**config.mk**
```make
export PLATFORM = sky130hd
export DESIGN_NAME = dram_bank_seq
export DESIGN_NICKNAME = d
export VERILOG_FILES = /design/src/rtl/dram_bank_seq.sv
export SDC_FILE = /design/constraint.sdc
export NUM_CORES = 1
export LEC_CHECK = 0
export BUFFER_PORTS_ARGS = -buffer_cell sky130_fd_sc_hd__buf_2
export CAP_MARGIN = 0
export CORE_ASPECT_RATIO = 1.75
export CORE_MARGIN = 1.5
export CORE_UTILIZATION = 36
export CTS_BUF_LIST = sky130_fd_sc_hd__clkbuf_8
export DETAILED_ROUTE_END_ITERATION = 7
export SYNTH_ARGS = -nofsm -noshare
export SYNTH_HDL_FRONTEND = slang
export SYNTH_SLANG_ARGS = --single-unit
```
**constraint.sdc**
```tcl
create_clock -name clk -period 5 [get_ports clk]
set_input_delay 0.5 -clock clk [delete_from_list [all_inputs] [get_ports clk]]
set_output_delay 0.5 -clock clk [all_outputs]
set_load 0.02 [all_outputs]
```
**src/rtl/dram_bank_seq.sv**
```systemverilog
module dram_bank_seq #(
  parameter int ROW_W = 12,
  parameter int COL_W = 8,
  parameter int DQ_W  = 16,
  parameter int T_ACT = 3,
  parameter int T_COL = 3,
  parameter int T_PRE = 3,
  localparam int ADDR_W = (ROW_W > COL_W) ? ROW_W : COL_W
) (
  input  logic              clk,
  input  logic              rst_n,
  input  logic              req_valid,
  output logic              req_ready,
  input  logic              req_write,
  input  logic [ROW_W-1:0]  req_row,
  input  logic [COL_W-1:0]  req_col,
  input  logic [DQ_W-1:0]   req_wdata,
  output logic              rsp_valid,
  output logic [DQ_W-1:0]   rsp_data,
  output logic              bank_act,
  output logic              bank_rd,
  output logic              bank_wr,
  output logic              bank_pre,
  output logic [ADDR_W-1:0] bank_addr,
  output logic [DQ_W-1:0]   bank_wdata,
  input  logic [DQ_W-1:0]   bank_rdata
);

  localparam int TMAX = (T_ACT > T_COL) ? ((T_ACT > T_PRE) ? T_ACT : T_PRE)
                                        : ((T_COL > T_PRE) ? T_COL : T_PRE);
  localparam int TW = (TMAX < 2) ? 1 : $clog2(TMAX + 1);

  typedef enum logic [1:0] {S_IDLE, S_PRE, S_ACT, S_COL} phase_t;

  phase_t            st;
  logic [TW-1:0]     tmr;
  logic              row_open;
  logic [ROW_W-1:0]  open_row;
  logic              p_write;
  logic [ROW_W-1:0]  p_row;
  logic [COL_W-1:0]  p_col;
  logic [DQ_W-1:0]   p_wdata;

  wire accept   = req_valid && req_ready;
  wire row_hit  = row_open && (req_row == open_row);
  wire tmr_done = (tmr == '0);

  assign req_ready = (st == S_IDLE);

  always_ff @(posedge clk or negedge rst_n) begin
    if (!rst_n) begin
      st         <= S_IDLE;
      tmr        <= '0;
      row_open   <= 1'b0;
      open_row   <= '0;
      p_write    <= 1'b0;
      p_row      <= '0;
      p_col      <= '0;
      p_wdata    <= '0;
      rsp_valid  <= 1'b0;
      rsp_data   <= '0;
      bank_act   <= 1'b0;
      bank_rd    <= 1'b0;
      bank_wr    <= 1'b0;
      bank_pre   <= 1'b0;
      bank_addr  <= '0;
      bank_wdata <= '0;
    end else begin
      bank_act  <= 1'b0;
      bank_rd   <= 1'b0;
      bank_wr   <= 1'b0;
      bank_pre  <= 1'b0;
      bank_addr <= '0;
      rsp_valid <= 1'b0;
      unique case (st)
        S_IDLE: if (accept) begin
          p_write <= req_write;
          p_row   <= req_row;
          p_col   <= req_col;
          p_wdata <= req_wdata;
          if (row_hit) begin
            bank_rd    <= !req_write;
            bank_wr    <= req_write;
            bank_addr  <= ADDR_W'(req_col);
            bank_wdata <= req_wdata;
            tmr        <= TW'(T_COL - 1);
            st         <= S_COL;
          end else if (row_open) begin
            bank_pre <= 1'b1;
            row_open <= 1'b0;
            tmr      <= TW'(T_PRE - 1);
            st       <= S_PRE;
          end else begin
            bank_act  <= 1'b1;
            bank_addr <= ADDR_W'(req_row);
            row_open  <= 1'b1;
            open_row  <= req_row;
            tmr       <= TW'(T_ACT - 1);
            st        <= S_ACT;
          end
        end
        S_PRE: if (tmr_done) begin
          bank_act  <= 1'b1;
          bank_addr <= ADDR_W'(p_row);
          row_open  <= 1'b1;
          open_row  <= p_row;
          tmr       <= TW'(T_ACT - 1);
          st        <= S_ACT;
        end else tmr <= tmr - 1'b1;
        S_ACT: if (tmr_done) begin
          bank_rd    <= !p_write;
          bank_wr    <= p_write;
          bank_addr  <= ADDR_W'(p_col);
          bank_wdata <= p_wdata;
          tmr        <= TW'(T_COL - 1);
          st         <= S_COL;
        end else tmr <= tmr - 1'b1;
        S_COL: if (tmr_done) begin
          if (!p_write) begin
            rsp_valid <= 1'b1;
            rsp_data  <= bank_rdata;
          end
          st <= S_IDLE;
        end else tmr <= tmr - 1'b1;
        default: st <= S_IDLE;
      endcase
    end
  end

endmodule

```
Yosys cells after proc, flatten, opt, wreduce, memory -nomap -nowiden
Index checks and enable logic that the tools add are counted.
Widths: inputs -> output; s select.

operators by class
  add/sub/neg operators = 1
  equality and inequality tests = 12
  multiplexer cells = 50
  bitwise logic cells = 1
  reductions and logical operators = 16

operators with widths
  kind                number
  $mux 12             8
  $mux 16             3
  $pmux 12 s3         1
  $pmux 16 s2         1
  $pmux 12 s2         1
  $mux 1              20
  $mux 2              9
  $eq 12x12->1        1
  $ne 2x2->1 const B  6
  $reduce_and 4->1    3
  $mux 8              1
  $pmux 1 s2          4
  $pmux 2 s4          1
  $pmux 2 s3          1
  $reduce_and 5->1    1
  $eq 2x2->1 const B  2
  $logic_not 2->1     2
  $ne 2x1->1 const B  2
  $reduce_and 2->1    2
  $reduce_bool 2->1   2
  $reduce_and 3->1    1
  $eq 2x1->1 const B  1
  $logic_and 1x1->1   2
  $logic_not 1->1     2
  3 further kinds     3

word-level totals
  register bits after elaboration = 103
  bits of input ports = 56

Longest topological paths before layout
Gate-level depths: netlist of run 1.

  depth after elaboration = 5
  mapped depth = 9

Worst setup path after synthesis of run 1
OpenSTA, ideal clock, no wires.

  path type = register to register
  from = register st[0]
  to = register bank_wdata[14]
  library setup time = 0.132 ns
  arrival time = 1.958 ns
  slack = 2.910 ns
  cell stages (with the launch flop) = 8
  buffers on the path = 2
  period minus slack after synthesis = 2.090 ns
  cells stage by stage = dfrtp_1 -> inv_1 -> ha_1 -> buf_4 -> and3b_1 -> buf_4 -> a221o_1 -> or3b_1

between the ends
  word-level cells in the longest chain between the ends = 4

ends and longest elaborated chain
  element                     line  source
  start, declared             35    phase_t st;
  start signal, assigned      52    st <= S_IDLE;
  start signal, assigned      87    st <= S_COL;
  start signal, assigned      92    st <= S_PRE;
  $logic_not 2->1 (*)         48    assign req_ready = (st == S_IDLE);
  named net req_ready         13    output logic req_ready,
  $logic_and 1x1->1           44    wire accept = req_valid && req_ready;
  $ne 2x1->1 (no line)        --
  $reduce_and 4->1 (no line)  --
  end signal, assigned        85    bank_wdata <= req_wdata;
  end signal, assigned        114   bank_wdata <= p_wdata;
  end, declared               25    output logic [DQ_W-1:0] bank_wdata,

Mark *: on every way through the listed nets, which the timed path passes. The rest lies on a longest branch.
A chain may end at the register's enable or synchronous reset.

Worst setup path in the final report of run 1
  from = register st[0]
  to = register bank_wdata[14]

between the ends
  word-level cells in the longest chain between the ends = 4

ends and longest elaborated chain
  element                     line
  $logic_not 2->1             48, 75
  $logic_and 1x1->1           44
  $ne 2x1->1 (no line)        --
  $reduce_and 4->1 (no line)  --

Parallel ways exist; a longest one is shown, timed or not.

==> results.toml, run 1 <==
[status]
status = "completed"

[power]
p_per_area_mw_per_mm2 = 616
ir_drop_uv = 218
p_total_mw = 3.80
leakage_nw = 2.66

[timing]
min_period_ns = 3.10
final.setup.tns_ns = 0
max_freq_mhz = 323
timing_hold_violations_final = 0
tightest_slew_ns = 1.18
rsz0062_at_grt = "no"
finalMaxSlewViolations = 0
setup_viol = 0
maxSlewHeadroom_pct = 21.1
fin_crit_sh_pct = 61.9
clock_skew_ns = 0.0136

[synthesis]
synth_simple_gate_area_share_pct = 12.0
syn_area_mm2 = 0.00537
async_reset_ff_share_pct = 100
yosys.area.top_type = "dfrtp_1"
synth_common_cells = "dfrtp_1 (103), mux2_2 (69), nor2_1 (35)"
syn-num-nets = 554
synth-seq-cells = 103
syn_inst = 490
syn_avg_cell_area_um2 = 11.0
synth_top_family_by_area = "multiplexers"
synth-main-ff-cell = "dfrtp_1"
synth.most_common_cell = "dfrtp_1"
synth_compound_area_share_pct = 13.1
synth-xor-area-share_pct = 1.96
synth_top_area_share_pct = 48.0
synth_adder_area_share_pct = 1.86
muxShareOfSynthArea_pct = 17.2
synthTopCellsByArea = "dfrtp_1 (48%), mux2_2 (14%), a311oi_1 (2.6%)"
yosysWarnings = 0
synth.distinct_cells = 45
ys_seq_area_share_pct = 48.0
synth-edff-count = 0

[worst_setup_path]
path_buf_inv = 1
crit_path_end_kind = "flip-flop"
regToRegEndpoint = "bank_wdata[14]"
rrSetupSlack_ns = 1.90
cp_top_family = "adder cells"
rr_worst_depth = 6
cp-start-kind = "flip-flop"
crit_arrival_ns = 3.37
worstPathCellList = "inv_1, ha_1, mux2_2, a311oi_1, a221o_1, or3b_1"
required_ns = 5.27
cp_slowest_cell = "ha_1"
r2r_start = "st[0]"
path_max_fanout = 32
critPathKind = "flip-flop to flip-flop"
critical-path-max-stage-delay_ns = 0.87

[clock_network]
cts_tree = "yes"
cts_hold_buf = 0
cts_buffers = 9
cts-root-buf = "clkbuf_8"
htreeDepth = 3
cts.sinks = 103
clk_pin_slew_worst_paths_ns = 0.11
clk_latency_ns = 0.38
postCtsSetupBuffers = 0
ctsResizeCount = 0
cts_buffer_depth = 2

[place]
hpwl_um = 9480
dp_cells = 735
place.gp.congestion = 0.790
portBuffers = 105
dpl_cell_area_mm2 = 0.00594

[floorplan]
die_w_um = 95.3
std_cell_rows = 58
coreArea_mm2 = 0.0144
die_h_um = 165
die-area_mm2 = 0.0157
boundaryPins = 106
initial_core_util_pct = 37.2

[global_route]
grt_pass1_wl_um = 21400
grt_pass1_vias = 4356
grt_max_degree = 55
antenna_found_initial = 0
grt.overflow.total = 0
track_usage_pct = 17.7

[final_layout]
final_cells = 750
diodes = 0
drive_above_1_share_pct = 34.6
synthToLayoutAreaGrowth_pct = 15.1
fill_cells = 1412
stdcell_area_mm2 = 0.00618
layout.nets = 630

[detailed_routing]
drt_pass1_iterations = 8
final_antenna_net_count = 0
remaining_drc_errors = 0
drt-initial-drc-count = 296
vias = 4284
avgRoutedWirePerCell_um = 18.1
wl_um = 13600
vias_per_cell = 5.71

[hold_path]
holdCritPathClass = "primary input to asynchronous set/reset pin"

[flow_run]
cap_violations = 0
==> cell families (layout without fill, tap and decap cells) <==
logic type / after synthesis / in the layout
and+or+nand+nor: 116 / 116
DFF: 103 / 103
AOI/OAI and AO/OA: 98 / 98
muxes: 83 / 83
buffers and inverters: 70 / 150
xor gates and xnor gates: 12 / 12
adders and majority gates: 8 / 8
==> power breakdown <==
part / internal [mW] / total [mW] / switching, mW
Clock: 0.335 / 0.641 / 0.306
Sequential: 1.17 / 1.36 / 0.186
Combinational: 0.750 / 1.80 / 1.05
Total: 2.26 / 3.80 / 1.55
==> cell type report <==
class	count	area, µm²	area share, %
clock buffer	9	124	2.00
inverter	25	93.8	1.52
tap	180	225	3.65
multi-input combinational	317	2480	40.1
clock inverter	6	116	1.88
sequential	103	2580	41.7
timing repair buffer	110	566	9.15
==> layout by cell type (no fill, tap or decap), drive strengths merged, types with 16 or more instances in the layout <==
cell,count
nor2,35
nand3,17
inv,28
nand4,19
a311oi,16
dfrtp,103
mux2,70
o21ai,19
buf,110
a21oi,17
==> registers in the layout, summed over array words and instances (netlist names) <==
name,count
p_wdata,16
p_col,8
row_open,1
p_row,12
rsp_data,16
bank_act,1
st,2
bank_rd,1
open_row,12
p_write,1
bank_wdata,16
rsp_valid,1
bank_addr,12
bank_pre,1
tmr,2
bank_wr,1
==> metal layers <==
layer,global-route usage (%),part of all wire [%],up-vias
met5,0,0,-
met4,9.29,3.6,0
met3,2.90,4.5,35
met2,31.9,55,140
met1,19.4,37,2120
li1,-,-,1989
==> metrics by stage <==
step | hold WS (ns) | utilization, % | worst slack, ns
2_1_floorplan | 0.204 | - | 2.91
3_3_place_gp | 0.482 | 41.1 | 2.07
3_5_place_dp | 0.492 | 41.1 | 1.91
4_1_cts | 0.169 | 42.8 | 1.92
5_1_grt | 0.199 | 42.8 | 1.74
6_report | 0.150 | 42.8 | 1.90
==> worst max-delay path by stage <==
stage / end / cells past startpoint / start
after floorplan: bank_wdata[14] / 7 / st[0]
after global placement: bank_wdata[14] / 6 / st[0]
after detailed placement: bank_wdata[14] / 6 / st[0]
after CTS: bank_wdata[14] / 6 / st[0]
after global routing: bank_wdata[14] / 6 / st[0]
final: bank_wdata[14] / 6 / st[0]
Power figures use the tool's default switching activity.
==> run 2: changes to the inputs <==
Clock period 5 ns to 2.75 ns, I/O delays scaled along.
==> run 2 against run 1 <==
  * Sequential cell count stayed put
  * Combinational power up 88%
  * Final cell count is 1.9% higher
  * Routed wire length up 1.0%
==> results.toml, run 2 (same netlist as run 1, synthesis figures left out) <==
[status]
status = "completed"

[worst_setup_path]
rr_worst_depth = 7
crit_path_end_kind = "flip-flop"
crit_arrival_ns = 2.68
cp-start-kind = "flip-flop"
required_ns = 3.07
path_max_fanout = 18
critPathKind = "flip-flop to flip-flop"

[detailed_routing]
drt_pass1_iterations = 6
avgRoutedWirePerCell_um = 17.9
drt-initial-drc-count = 261
final_antenna_net_count = 0
vias_per_cell = 5.59
vias = 4272
wl_um = 13700
remaining_drc_errors = 0

[timing]
finalMaxSlewViolations = 0
maxSlewHeadroom_pct = 51.4
final.setup.tns_ns = 0
timing_hold_violations_final = 0
rsz0062_at_grt = "no"
fin_hold_ws_ns = 0.116
max_freq_mhz = 425
setup_viol = 0
clock_skew_ns = 0.0129
fin_crit_sh_pct = 85.6
min_period_ns = 2.35
tightest_slew_ns = 0.728

[hold_path]
holdCritPathClass = "primary input to flip-flop"
hold_path_depth = 2

[clock_network]
cts_hold_buf = 1
cts_buffers = 9
clk_pin_slew_worst_paths_ns = 0.11
clk_latency_ns = 0.38
cts_tree = "yes"
cts_buffer_depth = 2
ctsResizeCount = 0
cts-root-buf = "clkbuf_8"
cts.sinks = 103
postCtsSetupBuffers = 0
htreeDepth = 3

[final_layout]
biggestRegsByFlops = "bank_wdata (16), p_wdata (16), rsp_data (16)"
layout.nets = 643
final_common_cell = "buf_2"
diodes = 0
fill_cells = 1372
final_cell_mix = "buf_2 (104), dfrtp_1 (103), mux2_2 (69)"
synthToLayoutAreaGrowth_pct = 16.5
ff_latch_area_mm2 = 0.00258
utilization_pct = 43.3
drive_above_1_share_pct = 35.8
multi_input_area_mm2 = 0.00248
final_cells = 764

[floorplan]
coreArea_mm2 = 0.0144
std_cell_rows = 58
die_w_um = 95.3
initial_core_util_pct = 37.2
boundaryPins = 106
die-area_mm2 = 0.0157
die_h_um = 165

[global_route]
grt_pass1_vias = 4368
grt.overflow.total = 0
track_usage_pct = 17.9
grt_pass1_wl_um = 21800
antenna_found_initial = 0
grt_max_degree = 48

[power]
ir_drop_uv = 366
p_per_area_mw_per_mm2 = 1100
p_total_mw = 6.86
leakage_nw = 2.71

[place]
dp_cells = 747
portBuffers = 105
hpwl_um = 9850
place.gp.congestion = 0.834

[flow_run]
cap_violations = 0
-- run 2: layout make-up --
class | instances | share of cell area, %
inverters | 25 | 1.50
repair buffers | 123 | 10.8
clock buffers | 9 | 1.98
clock inverters | 7 | 1.24
flip-flops and latches | 103 | 41.2
well taps | 180 | 3.60
multi-input cells | 317 | 39.6
-- run 2: per-layer routing --
metal  share of wire [%]  vias up  routed length, µm  GRT usage [%]
li1                    -     2003                  -              -
met1                  37     2145               5080           19.8
met2                  56      100               7680           32.5
met3                 4.2       24                569           3.41
met4                 2.6        0                360           7.73
met5                   0        -                  0              0
-- run 2: worst paths after layout --
kind | to | slack (ns) | from
min reg2reg | p_wdata[9] | 0.51 | p_wdata[9]
max | bank_wdata[15] | 0.40 | st[0]
min in group asynchronous | rsp_data[1] | 0.34 | rst_n
max reg2reg | bank_wdata[15] | 0.40 | st[0]
min | rsp_data[12] | 0.12 | bank_rdata[12]
max in group asynchronous | bank_act | 1.67 | rst_n
-- run 2: stage by stage --
stage | instance area, µm² | setup slack (ns)
2_1_floorplan | 5370 | 0.660
3_3_place_gp | 6040 | 0.568
3_5_place_dp | 6040 | 0.431
4_1_cts | 6250 | 0.395
5_1_grt | 6250 | 0.230
6_report | 6250 | 0.397
-- run 2: where the power goes --
part	leakage [nW]	switching, mW	total [mW]	internal (mW)
combinational	1.42	1.94	3.38	1.44
sequential	1.19	0.347	2.48	2.13
clock	0.106	0.570	1.00	0.433
total	2.71	2.85	6.86	4.01
-- run 2: critical path, stage by stage (launching register included) --
cell	delay [ns]
dfrtp_1	0.45
inv_1	0.13
ha_1	0.38
mux2_2	0.42
buf_4	0.29
nand4_1	0.13
or4_1	0.41
nand3_1	0.08
